==> config.mk <==
export PLATFORM = sky130hd
export DESIGN_NAME = i2c_regfile_slave
export DESIGN_NICKNAME = d
export VERILOG_FILES = /design/src/rtl/i2c_rf_pkg.sv /design/src/rtl/i2c_rf_sync.sv /design/src/rtl/i2c_rf_cond.sv /design/src/rtl/i2c_rf_regs.sv /design/src/rtl/i2c_rf_fsm.sv /design/src/rtl/i2c_regfile_slave.sv
export SDC_FILE = /design/constraint.sdc
export NUM_CORES = 1
export LEC_CHECK = 0
export ABC_AREA = 1
export BUFFER_PORTS_ARGS = -buffer_cell sky130_fd_sc_hd__buf_2
export CORE_ASPECT_RATIO = 1.5
export CORE_MARGIN = 2
export CORE_UTILIZATION = 48
export DETAILED_ROUTE_END_ITERATION = 12
export GPL_ROUTABILITY_DRIVEN = 0
export PLACE_DENSITY = 0.79
export SYNTH_ARGS = -nofsm -noshare
export SYNTH_HDL_FRONTEND = slang
export SYNTH_SLANG_ARGS = --single-unit
==> constraint.sdc <==
create_clock -name clk -period 2.3 [get_ports clk]
set_input_delay 0.345 -clock clk [delete_from_list [all_inputs] [get_ports clk]]
set_output_delay 0.345 -clock clk [all_outputs]
set_load 0.05 [all_outputs]
==> src/rtl/i2c_rf_pkg.sv <==
// Shared definitions for the I2C register file slave.
// Assumes byte-oriented transfers of fixed width on the bus.
package i2c_rf_pkg;

    localparam int BYTE_W = 8;
    localparam int CNT_W  = 4;

    // Protocol phases of the slave
    typedef enum logic [3:0] {
        ST_IDLE,
        ST_ADDR,
        ST_ADDR_ACK,
        ST_PTR,
        ST_PTR_ACK,
        ST_WDATA,
        ST_WDATA_ACK,
        ST_RDATA,
        ST_RD_ACK,
        ST_IGNORE
    } rf_state_e;

endpackage

==> src/rtl/i2c_rf_sync.sv <==
// Brings asynchronous bus lines into the clock domain and removes short pulses.
// Each line gets a two-flop synchronizer followed by a history register.
// The filtered output only moves once FILT_LEN consecutive samples agree.
// Assumes lines idle high, so all stages reset to 1.
module i2c_rf_sync #(
    parameter int LINES    = 2,
    parameter int FILT_LEN = 3
) (
    input  logic             clk,
    input  logic             rst_n,
    input  logic [LINES-1:0] din,
    output logic [LINES-1:0] dout
);

    for (genvar g = 0; g < LINES; g++) begin : g_line
        logic [1:0]          meta;
        logic [FILT_LEN-1:0] hist;
        logic                filt;

        // synchronize, record recent samples, update output on agreement
        always_ff @(posedge clk) begin
            if (!rst_n) begin
                meta <= 2'b11;
                hist <= '1;
                filt <= 1'b1;
            end else begin
                meta <= {meta[0], din[g]};
                hist <= {hist[FILT_LEN-2:0], meta[1]};
                if (&hist)
                    filt <= 1'b1;
                else if (~|hist)
                    filt <= 1'b0;
            end
        end

        assign dout[g] = filt;
    end

endmodule

==> src/rtl/i2c_rf_cond.sv <==
// Detects SCL edges and START/STOP conditions on the filtered lines.
// START: SDA falls while SCL stays high. STOP: SDA rises while SCL stays high.
// Assumes inputs are already synchronous and glitch-free.
module i2c_rf_cond (
    input  logic clk,
    input  logic rst_n,
    input  logic scl,
    input  logic sda,
    output logic scl_rise,
    output logic scl_fall,
    output logic start_det,
    output logic stop_det
);

    logic scl_q;
    logic sda_q;

    // remember previous line levels for edge detection
    always_ff @(posedge clk) begin
        if (!rst_n) begin
            scl_q <= 1'b1;
            sda_q <= 1'b1;
        end else begin
            scl_q <= scl;
            sda_q <= sda;
        end
    end

    assign scl_rise  = scl & ~scl_q;
    assign scl_fall  = ~scl & scl_q;
    assign start_det = scl & scl_q & sda_q & ~sda;
    assign stop_det  = scl & scl_q & ~sda_q & sda;

endmodule

==> src/rtl/i2c_rf_regs.sv <==
// Register bank written by the protocol engine and read by both sides.
// Only in-range indices are stored. Out-of-range reads return zero.
// Assumes at most one write per clock.
module i2c_rf_regs
    import i2c_rf_pkg::*;
#(
    parameter int NUM_REGS = 8,
    parameter int PTR_W    = 8
) (
    input  logic                       clk,
    input  logic                       rst_n,
    input  logic                       wr_en,
    input  logic [PTR_W-1:0]           wr_addr,
    input  logic [BYTE_W-1:0]          wr_data,
    input  logic [PTR_W-1:0]           rd_addr,
    output logic [BYTE_W-1:0]          rd_data,
    output logic [NUM_REGS*BYTE_W-1:0] regs_flat
);

    localparam int IDX_W = (NUM_REGS > 1) ? $clog2(NUM_REGS) : 1;

    logic [BYTE_W-1:0] regs [NUM_REGS];

    for (genvar i = 0; i < NUM_REGS; i++) begin : g_reg
        // store data when the engine writes this index
        always_ff @(posedge clk) begin
            if (!rst_n)
                regs[i] <= '0;
            else if (wr_en && (wr_addr == PTR_W'(i)))
                regs[i] <= wr_data;
        end

        assign regs_flat[i*BYTE_W +: BYTE_W] = regs[i];


        reg_write_only_chk: assert property (@(posedge clk) disable iff (!rst_n)
            (regs[i] != $past(regs[i])) |-> ($past(wr_en) && ($past(wr_addr) == PTR_W'(i))));
    end

    // read port with zero for unmapped indices
    always_comb begin
        if (rd_addr < PTR_W'(NUM_REGS))
            rd_data = regs[rd_addr[IDX_W-1:0]];
        else
            rd_data = '0;
    end

endmodule

==> src/rtl/i2c_rf_fsm.sv <==
// Byte-level protocol engine of the slave.
// Shifts bits in on SCL rise and drives SDA on SCL fall.
// Generates acknowledges, holds the register pointer and issues write strobes.
// Assumes filtered lines and single-cycle edge and condition pulses.
module i2c_rf_fsm
    import i2c_rf_pkg::*;
#(
    parameter logic [6:0] DEV_ADDR = 7'h42,
    parameter int         PTR_W    = 8
) (
    input  logic              clk,
    input  logic              rst_n,
    input  logic              scl,
    input  logic              sda,
    input  logic              scl_rise,
    input  logic              scl_fall,
    input  logic              start_det,
    input  logic              stop_det,
    input  logic [BYTE_W-1:0] rd_data,
    output logic [PTR_W-1:0]  ptr,
    output logic              wr_en,
    output logic [BYTE_W-1:0] wr_data,
    output logic              sda_oe
);

    localparam logic [CNT_W-1:0] LAST_BIT = CNT_W'(BYTE_W);

    rf_state_e         state;
    logic [CNT_W-1:0]  cnt;
    logic [BYTE_W-1:0] shreg;
    logic              rw;
    logic              ack_seen;

    // advance the protocol on bus events
    always_ff @(posedge clk) begin
        if (!rst_n) begin
            state    <= ST_IDLE;
            cnt      <= '0;
            shreg    <= '0;
            ptr      <= '0;
            rw       <= 1'b0;
            ack_seen <= 1'b0;
            wr_en    <= 1'b0;
            wr_data  <= '0;
            sda_oe   <= 1'b0;
        end else begin
            wr_en <= 1'b0;
            if (start_det) begin
                state  <= ST_ADDR;
                cnt    <= '0;
                sda_oe <= 1'b0;
            end else if (stop_det) begin
                state  <= ST_IDLE;
                cnt    <= '0;
                sda_oe <= 1'b0;
            end else begin
                case (state)
                    ST_ADDR: begin
                        if (scl_rise) begin
                            shreg <= {shreg[BYTE_W-2:0], sda};
                            cnt   <= cnt + 1'b1;
                        end else if (scl_fall && cnt == LAST_BIT) begin
                            cnt <= '0;
                            if (shreg[7:1] == DEV_ADDR && shreg[7:1] != 7'd0) begin
                                rw     <= shreg[0];
                                sda_oe <= 1'b1;
                                state  <= ST_ADDR_ACK;
                            end else begin
                                state <= ST_IGNORE;
                            end
                        end
                    end
                    ST_PTR: begin
                        if (scl_rise) begin
                            shreg <= {shreg[BYTE_W-2:0], sda};
                            cnt   <= cnt + 1'b1;
                        end else if (scl_fall && cnt == LAST_BIT) begin
                            cnt    <= '0;
                            ptr    <= PTR_W'(shreg);
                            sda_oe <= 1'b1;
                            state  <= ST_PTR_ACK;
                        end
                    end
                    ST_WDATA: begin
                        if (scl_rise) begin
                            shreg <= {shreg[BYTE_W-2:0], sda};
                            cnt   <= cnt + 1'b1;
                        end else if (scl_fall && cnt == LAST_BIT) begin
                            cnt     <= '0;
                            wr_en   <= 1'b1;
                            wr_data <= shreg;
                            sda_oe  <= 1'b1;
                            state   <= ST_WDATA_ACK;
                        end
                    end
                    ST_ADDR_ACK: begin
                        if (scl_fall) begin
                            if (rw) begin
                                shreg  <= rd_data;
                                sda_oe <= ~rd_data[BYTE_W-1];
                                state  <= ST_RDATA;
                            end else begin
                                sda_oe <= 1'b0;
                                state  <= ST_PTR;
                            end
                        end
                    end
                    ST_PTR_ACK, ST_WDATA_ACK: begin
                        if (scl_fall) begin
                            sda_oe <= 1'b0;
                            state  <= ST_WDATA;
                        end
                    end
                    ST_RDATA: begin
                        if (scl_rise) begin
                            cnt <= cnt + 1'b1;
                        end else if (scl_fall) begin
                            if (cnt == LAST_BIT) begin
                                cnt    <= '0;
                                sda_oe <= 1'b0;
                                state  <= ST_RD_ACK;
                            end else begin
                                shreg  <= {shreg[BYTE_W-2:0], 1'b0};
                                sda_oe <= ~shreg[BYTE_W-2];
                            end
                        end
                    end
                    ST_RD_ACK: begin
                        if (scl_rise) begin
                            ack_seen <= ~sda;
                        end else if (scl_fall) begin
                            if (ack_seen) begin
                                shreg  <= rd_data;
                                sda_oe <= ~rd_data[BYTE_W-1];
                                state  <= ST_RDATA;
                            end else begin
                                state <= ST_IGNORE;
                            end
                        end
                    end
                    default: begin
                    end
                endcase
            end
        end
    end


    sda_moves_scl_low_chk: assert property (@(posedge clk) disable iff (!rst_n)
        (sda_oe != $past(sda_oe)) |-> !scl);


    gencall_ignore_chk: assert property (@(posedge clk) disable iff (!rst_n)
        (state == ST_ADDR && scl_fall && cnt == LAST_BIT && shreg == 8'h00)
        |=> (state == ST_IGNORE && !sda_oe));


    ptr_keep_chk: assert property (@(posedge clk) disable iff (!rst_n)
        start_det |=> (ptr == $past(ptr)));


    stop_release_chk: assert property (@(posedge clk) disable iff (!rst_n)
        stop_det |=> (!sda_oe && state == ST_IDLE));


    addr_ack_match_chk: assert property (@(posedge clk) disable iff (!rst_n)
        (state == ST_ADDR_ACK && $past(state) == ST_ADDR) |-> ($past(shreg[7:1]) == DEV_ADDR));

endmodule

==> src/rtl/i2c_regfile_slave.sv <==
// Top level of the I2C register file slave.
// Oversamples the bus, detects conditions, runs the protocol engine
// and holds the register bank. The pad provides the open-drain driver:
// sda_oe_o high pulls SDA low.
module i2c_regfile_slave
    import i2c_rf_pkg::*;
#(
    parameter logic [6:0] DEV_ADDR = 7'h42,
    parameter int         NUM_REGS = 8,
    parameter int         FILT_LEN = 3
) (
    input  logic                       clk,
    input  logic                       rst_n,
    input  logic                       scl_i,
    input  logic                       sda_i,
    output logic                       sda_oe_o,
    output logic [NUM_REGS*BYTE_W-1:0] regs_o
);

    localparam int PTR_W = BYTE_W;

    logic [1:0]        filt;
    logic              scl_f;
    logic              sda_f;
    logic              scl_rise;
    logic              scl_fall;
    logic              start_det;
    logic              stop_det;
    logic [PTR_W-1:0]  ptr;
    logic              wr_en;
    logic [BYTE_W-1:0] wr_data;
    logic [BYTE_W-1:0] rd_data;

    i2c_rf_sync #(.LINES(2), .FILT_LEN(FILT_LEN)) u_sync (
        .clk  (clk),
        .rst_n(rst_n),
        .din  ({scl_i, sda_i}),
        .dout (filt)
    );

    assign scl_f = filt[1];
    assign sda_f = filt[0];

    i2c_rf_cond u_cond (
        .clk      (clk),
        .rst_n    (rst_n),
        .scl      (scl_f),
        .sda      (sda_f),
        .scl_rise (scl_rise),
        .scl_fall (scl_fall),
        .start_det(start_det),
        .stop_det (stop_det)
    );

    i2c_rf_fsm #(.DEV_ADDR(DEV_ADDR), .PTR_W(PTR_W)) u_fsm (
        .clk      (clk),
        .rst_n    (rst_n),
        .scl      (scl_f),
        .sda      (sda_f),
        .scl_rise (scl_rise),
        .scl_fall (scl_fall),
        .start_det(start_det),
        .stop_det (stop_det),
        .rd_data  (rd_data),
        .ptr      (ptr),
        .wr_en    (wr_en),
        .wr_data  (wr_data),
        .sda_oe   (sda_oe_o)
    );

    i2c_rf_regs #(.NUM_REGS(NUM_REGS), .PTR_W(PTR_W)) u_regs (
        .clk      (clk),
        .rst_n    (rst_n),
        .wr_en    (wr_en),
        .wr_addr  (ptr),
        .wr_data  (wr_data),
        .rd_addr  (ptr),
        .rd_data  (rd_data),
        .regs_flat(regs_o)
    );

endmodule

# Word level (Yosys, flattened, before mapping)
# Memory sizes are Yosys's and may differ from the RTL's. A register that Yosys moved wholly into a read port is not among the register bits.
# Index checks and enable logic that the tools add are counted.
[totals]
ff_bits = 50
n_memories = 1
input_bits = 4
elab_cells = 224
ramBits = 64
[op_classes]
reduce_logical = 37
n_eq_ne = 53
order_cmp = 1
mux = 87
addsub = 1
bitwise_logic = 26
[mem_list]
columns = ["name", "depth", "width", "rd", "rd_clocked_by_memory_dff", "write_ports", "line_no", "rtl"]
rows = [
  ["u_regs.regs", 8, 8, 9, 1, 8, "i2c_rf_regs.sv:22", "logic [BYTE_W-1:0] regs [NUM_REGS];"],
]
[ops]
columns = ["cell", "n"]
rows = [
  ["8-bit two-way mux", 18],
  ["4-bit two-way mux", 20],
  ["1-bit two-way mux", 42],
  ["8-bit by 3-bit equality test with 1-bit output (second input constant)", 4],
  ["4-bit by 3-bit inequality test with 1-bit output (second input constant)", 8],
  ["8-bit one-hot mux with 4 select lines", 1],
  ["4-bit one-hot mux with 7 select lines", 1],
  ["14-bit AND reduction", 2],
  ["2-bit by 1-bit inequality test with 1-bit output (second input constant)", 13],
  ["4-bit inequality test (second input constant)", 5],
  ["4-bit by 3-bit equality test with 1-bit output (second input constant)", 4],
  ["8-bit by 2-bit equality test with 1-bit output (second input constant)", 2],
  ["2-bit inequality test (second input constant)", 7],
  ["7-bit nonzero test", 2],
  ["13-bit AND reduction", 1],
  ["12-bit AND reduction", 1],
  ["3-bit OR reduction", 4],
  ["1-bit inverter", 11],
  ["1-bit logical AND", 10],
  ["5-bit AND reduction", 2],
  ["3-bit two-way mux", 3],
  ["9-bit nonzero test", 1],
  ["4-bit by 2-bit equality test with 1-bit output (second input constant)", 2],
  ["4-bit equality test (second input constant)", 2],
  ["20 further kinds", 39],
]

# Depth between registers and ports, before layout
[depth]
depth_word = 8
ltp_mapped = 13

# By module
# Synthesis repeated with hierarchy kept, for this count alone.
[hier_totals]
cells_unflattened = 747
hier_area_um2 = 5738.0
[by_module_without_submodules]
columns = ["module", "cells_each", "instances", "seq_area_each_um2", "area_per_inst_um2"]
rows = [
  ["i2c_rf_regs", 380, 1, 1921.8, 3296.9],
  ["i2c_rf_fsm", 301, 1, 720.7, 1948.1],
  ["i2c_rf_sync", 51, 1, 240.2, 404.1],
  ["i2c_rf_cond", 15, 1, 40.0, 88.8],
]

# Worst setup path before layout
# No wires, ideal clock.
[synth_path]
kind = "reg-to-reg"
start = "register u_cond.scl_q"
end = "register with a tool-made name"
period_less_slack_ps = 1692
setup_slack_ps = 608
t_arrival_ps = 1615
path_stages_with_launch = 10
path_buffers = 2
t_required_ps = 2223
cell_sequence = "dfxtp_1 > inv_1 > ha_1 > clkbuf_1 > inv_1 > nand2_1 > nor3_2 > buf_2 > o21ai_0 > a21oi_1"
[synth_lines]
columns = ["item", "line_no", "rtl"]
rows = [
  ["start, declared", "i2c_rf_cond.sv:15", "logic scl_q;"],
  ["start signal, assigned", "i2c_rf_cond.sv:24", "scl_q <= scl;"],
]

# Worst setup path in the final report
[layout_path]
start = "register u_cond.scl_q"
end = "register u_fsm.wr_data[4]"
[layout_between]
elab_chain_len = 5
word_cells_on_any_way = 13
[layout_rtl]
columns = ["item", "line_no", "rtl"]
rows = [
  ["1-bit AND", "i2c_rf_cond.sv:31, i2c_rf_cond.sv:32", ""],
  ["1-bit AND, on equally long branches (2 in a row)", "i2c_rf_cond.sv:32, i2c_rf_cond.sv:31", ""],
  ["1-bit inverter (no line)", "n/a", ""],
  ["5-bit AND reduction (no line) *", "n/a", ""],
  ["end signal, assigned", "i2c_rf_fsm.sv:91", "wr_data <= shreg;"],
  ["end, declared", "i2c_rf_fsm.sv:22", "output logic [BYTE_W-1:0] wr_data,"],
]
# Every way passes the cells marked *; elsewhere a longest branch is shown, timed or not.
# A chain may end at the register's enable or synchronous reset.

==> impl_metrics.tcl <==
set metrics [dict create \
    grt-ovfl-total 0 \
    startpoint "u_cond.scl_q$_SDFF_PN1_" \
    cap_violations 0 \
    wl_per_cell_um 16.6 \
    cts_tree "built" \
    crit_type "flip-flop to flip-flop" \
    routed_wl_um 14900 \
    r2r_end "u_fsm.wr_data[4]$_SDFFE_PN0P_" \
    clockBufferDepth 2 \
    slew_viol_final 0 \
    route.detailed.drc 0 \
    num_rows 47 \
    crit_fanout 17 \
    cts_sinks 117 \
    port_buffers 68 \
    cp.depth 8 \
    drive_gt1_share_pct 17.2 \
    worst_pin_slew_ns 0.590 \
    rrSetupSlack_ns 0.34 \
    area_delta_synth_final_pct 18.8 \
    fin_worst_skew_ns 0.00809 \
    worstPathRequired_ns 2.61 \
    first_global_vias 4777 \
    layout_common_cells "nand2_1 (161), nor2_1 (139), buf_2 (68), edfxtp_1 (64), nand3_1 (62)" \
    hold_violations 0 \
    yosysSeqAreaShare_pct 55.2 \
    finalSetupTns_ns 0 \
    path_cells "ha_1, nand2_1, nor2_1, nor2_1, nand2_1, nor2_1, nand2_1, a211oi_1" \
    clock_latency_ns 0.41 \
    chipHeight_um 134 \
    cp_slowest_stage_delay_ns 0.36 \
    cts_buffers 17 \
    rsz0062_at_grt "false" \
    drtIter0Drc 389 \
    final_nets 746 \
    synth_nets 674 \
    pre_cts_slack_ns 0.376 \
    num_io_pins 69 \
    clkTransAtPathRegs_ns 0.06 \
    netlist_area_um2 5410 \
    grt_usage_pct 24.6 \
    die_w_um 90.7 \
    synthDistinctLibCells 35 \
    antennaDiodeCount 0 \
    p_leak_nw 2.71 \
    htree_num_levels 4 \
    vias 4981 \
    postCtsHoldBufs 0 \
    setup_slack_ns 0.343 \
    min_period_ns 1.96 \
    path_buf_inv 0 \
    first_pass_iters 7 \
    viasPerCell 5.55 \
    core_um2 11000 \
    p_total_mw 6.91 \
    r2r_cells 8 \
    critPathCaptureType "flip-flop" \
    ys_ff_latch 117 \
    start_kind "flip-flop" \
    cp_top_family "simple AND/OR/NAND/NOR gates" \
    cts_setup_buffers 0 \
    antenna_found_initial 0 \
    status "completed" \
    ctsResizeCount 0 \
    root_buffer "clkbuf_16" \
    slowest_stage "a211oi_1" \
    reg2reg_from "u_cond.scl_q$_SDFF_PN1_" \
    setup_violations 0 \
    synthCells 665 \
    ys_warn_count 0 \
    power.density_nw_per_um2 1080 \
    fp.dieArea_um2 12100 \
    hp-class "input pin to flip-flop" \
    period_share_pct 85.1 \
    hold_path_depth 2 \
    worst-endpoint-arrival_ns 2.27 \
    grt_pass1_wl_um 23300 \
    avgSynthCellArea_um2 8.13 \
    hpwl_um 10800 \
    max-slew-margin-rel_pct 60.5 \
    layout_commonest_cell "nand2_1" \
    fmax_ghz 0.511 \
    grt_max_degree 33 \
    start_util_pct 49.2 \
    vdd_drop_max_uv 839 \
    drtAntennaViolNets 0 \
    worstSetupEndpoint "u_fsm.wr_data[4]$_SDFFE_PN0P_" \
]
[worst reg2reg max path: stages (launching register included)]
cell and delay (ns):
dfxtp_1 0.33, ha_1 0.22, nand2_1 0.10, nor2_1 0.06, nor2_1 0.22, nand2_1 0.14, nor2_1 0.12, nand2_1 0.31
a211oi_1 0.36
[power breakdown]
part           switching [mW]  internal, mW
logic                    1.45         0.557
clock network           0.933          1.46
registers               0.145          2.37
total                    2.52          4.38
[cell type report]
type	count	area (um^2)
Inverter	51	191
Tap cell	147	184
Clock inverter	15	116
Fill cell	917	4570
Multi-Input combinational cell	476	2140
Clock buffer	17	425
Sequential cell	117	2980
Timing Repair Buffer	74	385
[cell usage after synthesis]
cell type  number  share of area (%)
a211oi_1        8                1.1
a21oi_1        24                2.2
a21oi_2         1               0.16
a31oi_1         1               0.12
buf_1           3               0.21
buf_2           3               0.28
buf_4           1               0.14
buf_6           1               0.21
clkbuf_1       13               0.90
clkinv_1        8               0.56
dfxtp_1        53                 20
edfxtp_1       64                 36
ha_1            5                1.2
inv_1          41                2.8
inv_2           2               0.14
nand2_1       161                 11
nand2_2         3               0.35
nand2_4         1               0.21
nand3_1        62                5.7
nand3_2         1               0.19
nand3b_1        1               0.14
nand4_1         2               0.23
nor2_1        139                9.6
nor2_2          4               0.46
nor2_4          1               0.21
nor3_1          8               0.74
nor3_2          1               0.19
o211ai_1        1               0.14
o21ai_0        29                2.7
o21ai_1         2               0.19
o21bai_1        1               0.14
o22ai_1         6               0.69
o31ai_1         1               0.14
or2_2          12                1.4
xor2_1          1               0.16
[worst min path at each step]
stage	from	to	slack, ns
2_1_floorplan	u_sync.g_line[0].meta[1]$_SDFF_PN1_	u_sync.g_line[0].hist[0]$_SDFF_PN1_	0.39
3_3_place_gp	u_sync.g_line[1].meta[0]$_SDFF_PN1_	u_sync.g_line[1].meta[1]$_SDFF_PN1_	0.41
3_5_place_dp	u_sync.g_line[0].meta[1]$_SDFF_PN1_	u_sync.g_line[0].hist[0]$_SDFF_PN1_	0.40
4_1_cts	scl_i	u_sync.g_line[1].meta[0]$_SDFF_PN1_	0.11
5_1_grt	scl_i	u_sync.g_line[1].meta[0]$_SDFF_PN1_	0.13
6_report	scl_i	u_sync.g_line[1].meta[0]$_SDFF_PN1_	0.12
[logic make-up after synthesis]
logic type / synth area share [%]
simple gates: 30.7
flops: 55.2
compound gates: 7.59
buf+inv: 5.28
fa+ha+maj: 1.16
xor+xnor: 0.162
[registers in the layout, indices dropped and copies added (netlist names), named ones only]
register	cells
u_fsm.ptr	8
u_fsm.state	4
u_sync.g_line.meta	4
u_fsm.wr_data	8
u_fsm.cnt	4
u_sync.g_line.hist	6
u_fsm.ack_seen	1
u_sync.g_line.filt	2
u_cond.scl_q	1
u_fsm.sda_oe	1
u_fsm.wr_en	1
u_fsm.shreg	8
u_cond.sda_q	1
u_regs.regs	64
u_fsm.rw	1
[per-layer routing]
metal / routed length [um] / GRT usage (%)
met4: 891 / 16.2
met5: 0 / 0
met2: 7930 / 45.6
met1: 4990 / 24.5
met3: 1080 / 5.17
[metrics by stage]
stage	utilization, %	hold slack (ns)	instances	area, um^2
floorplan	-	0.393	665	5410
global placement	53.5	0.405	865	5880
detailed placement	53.5	0.398	865	5880
CTS	58.4	0.108	897	6420
global route	58.4	0.130	897	6420
finish	58.4	0.120	897	6420
Note: power is estimated with default switching activity, not from simulation.
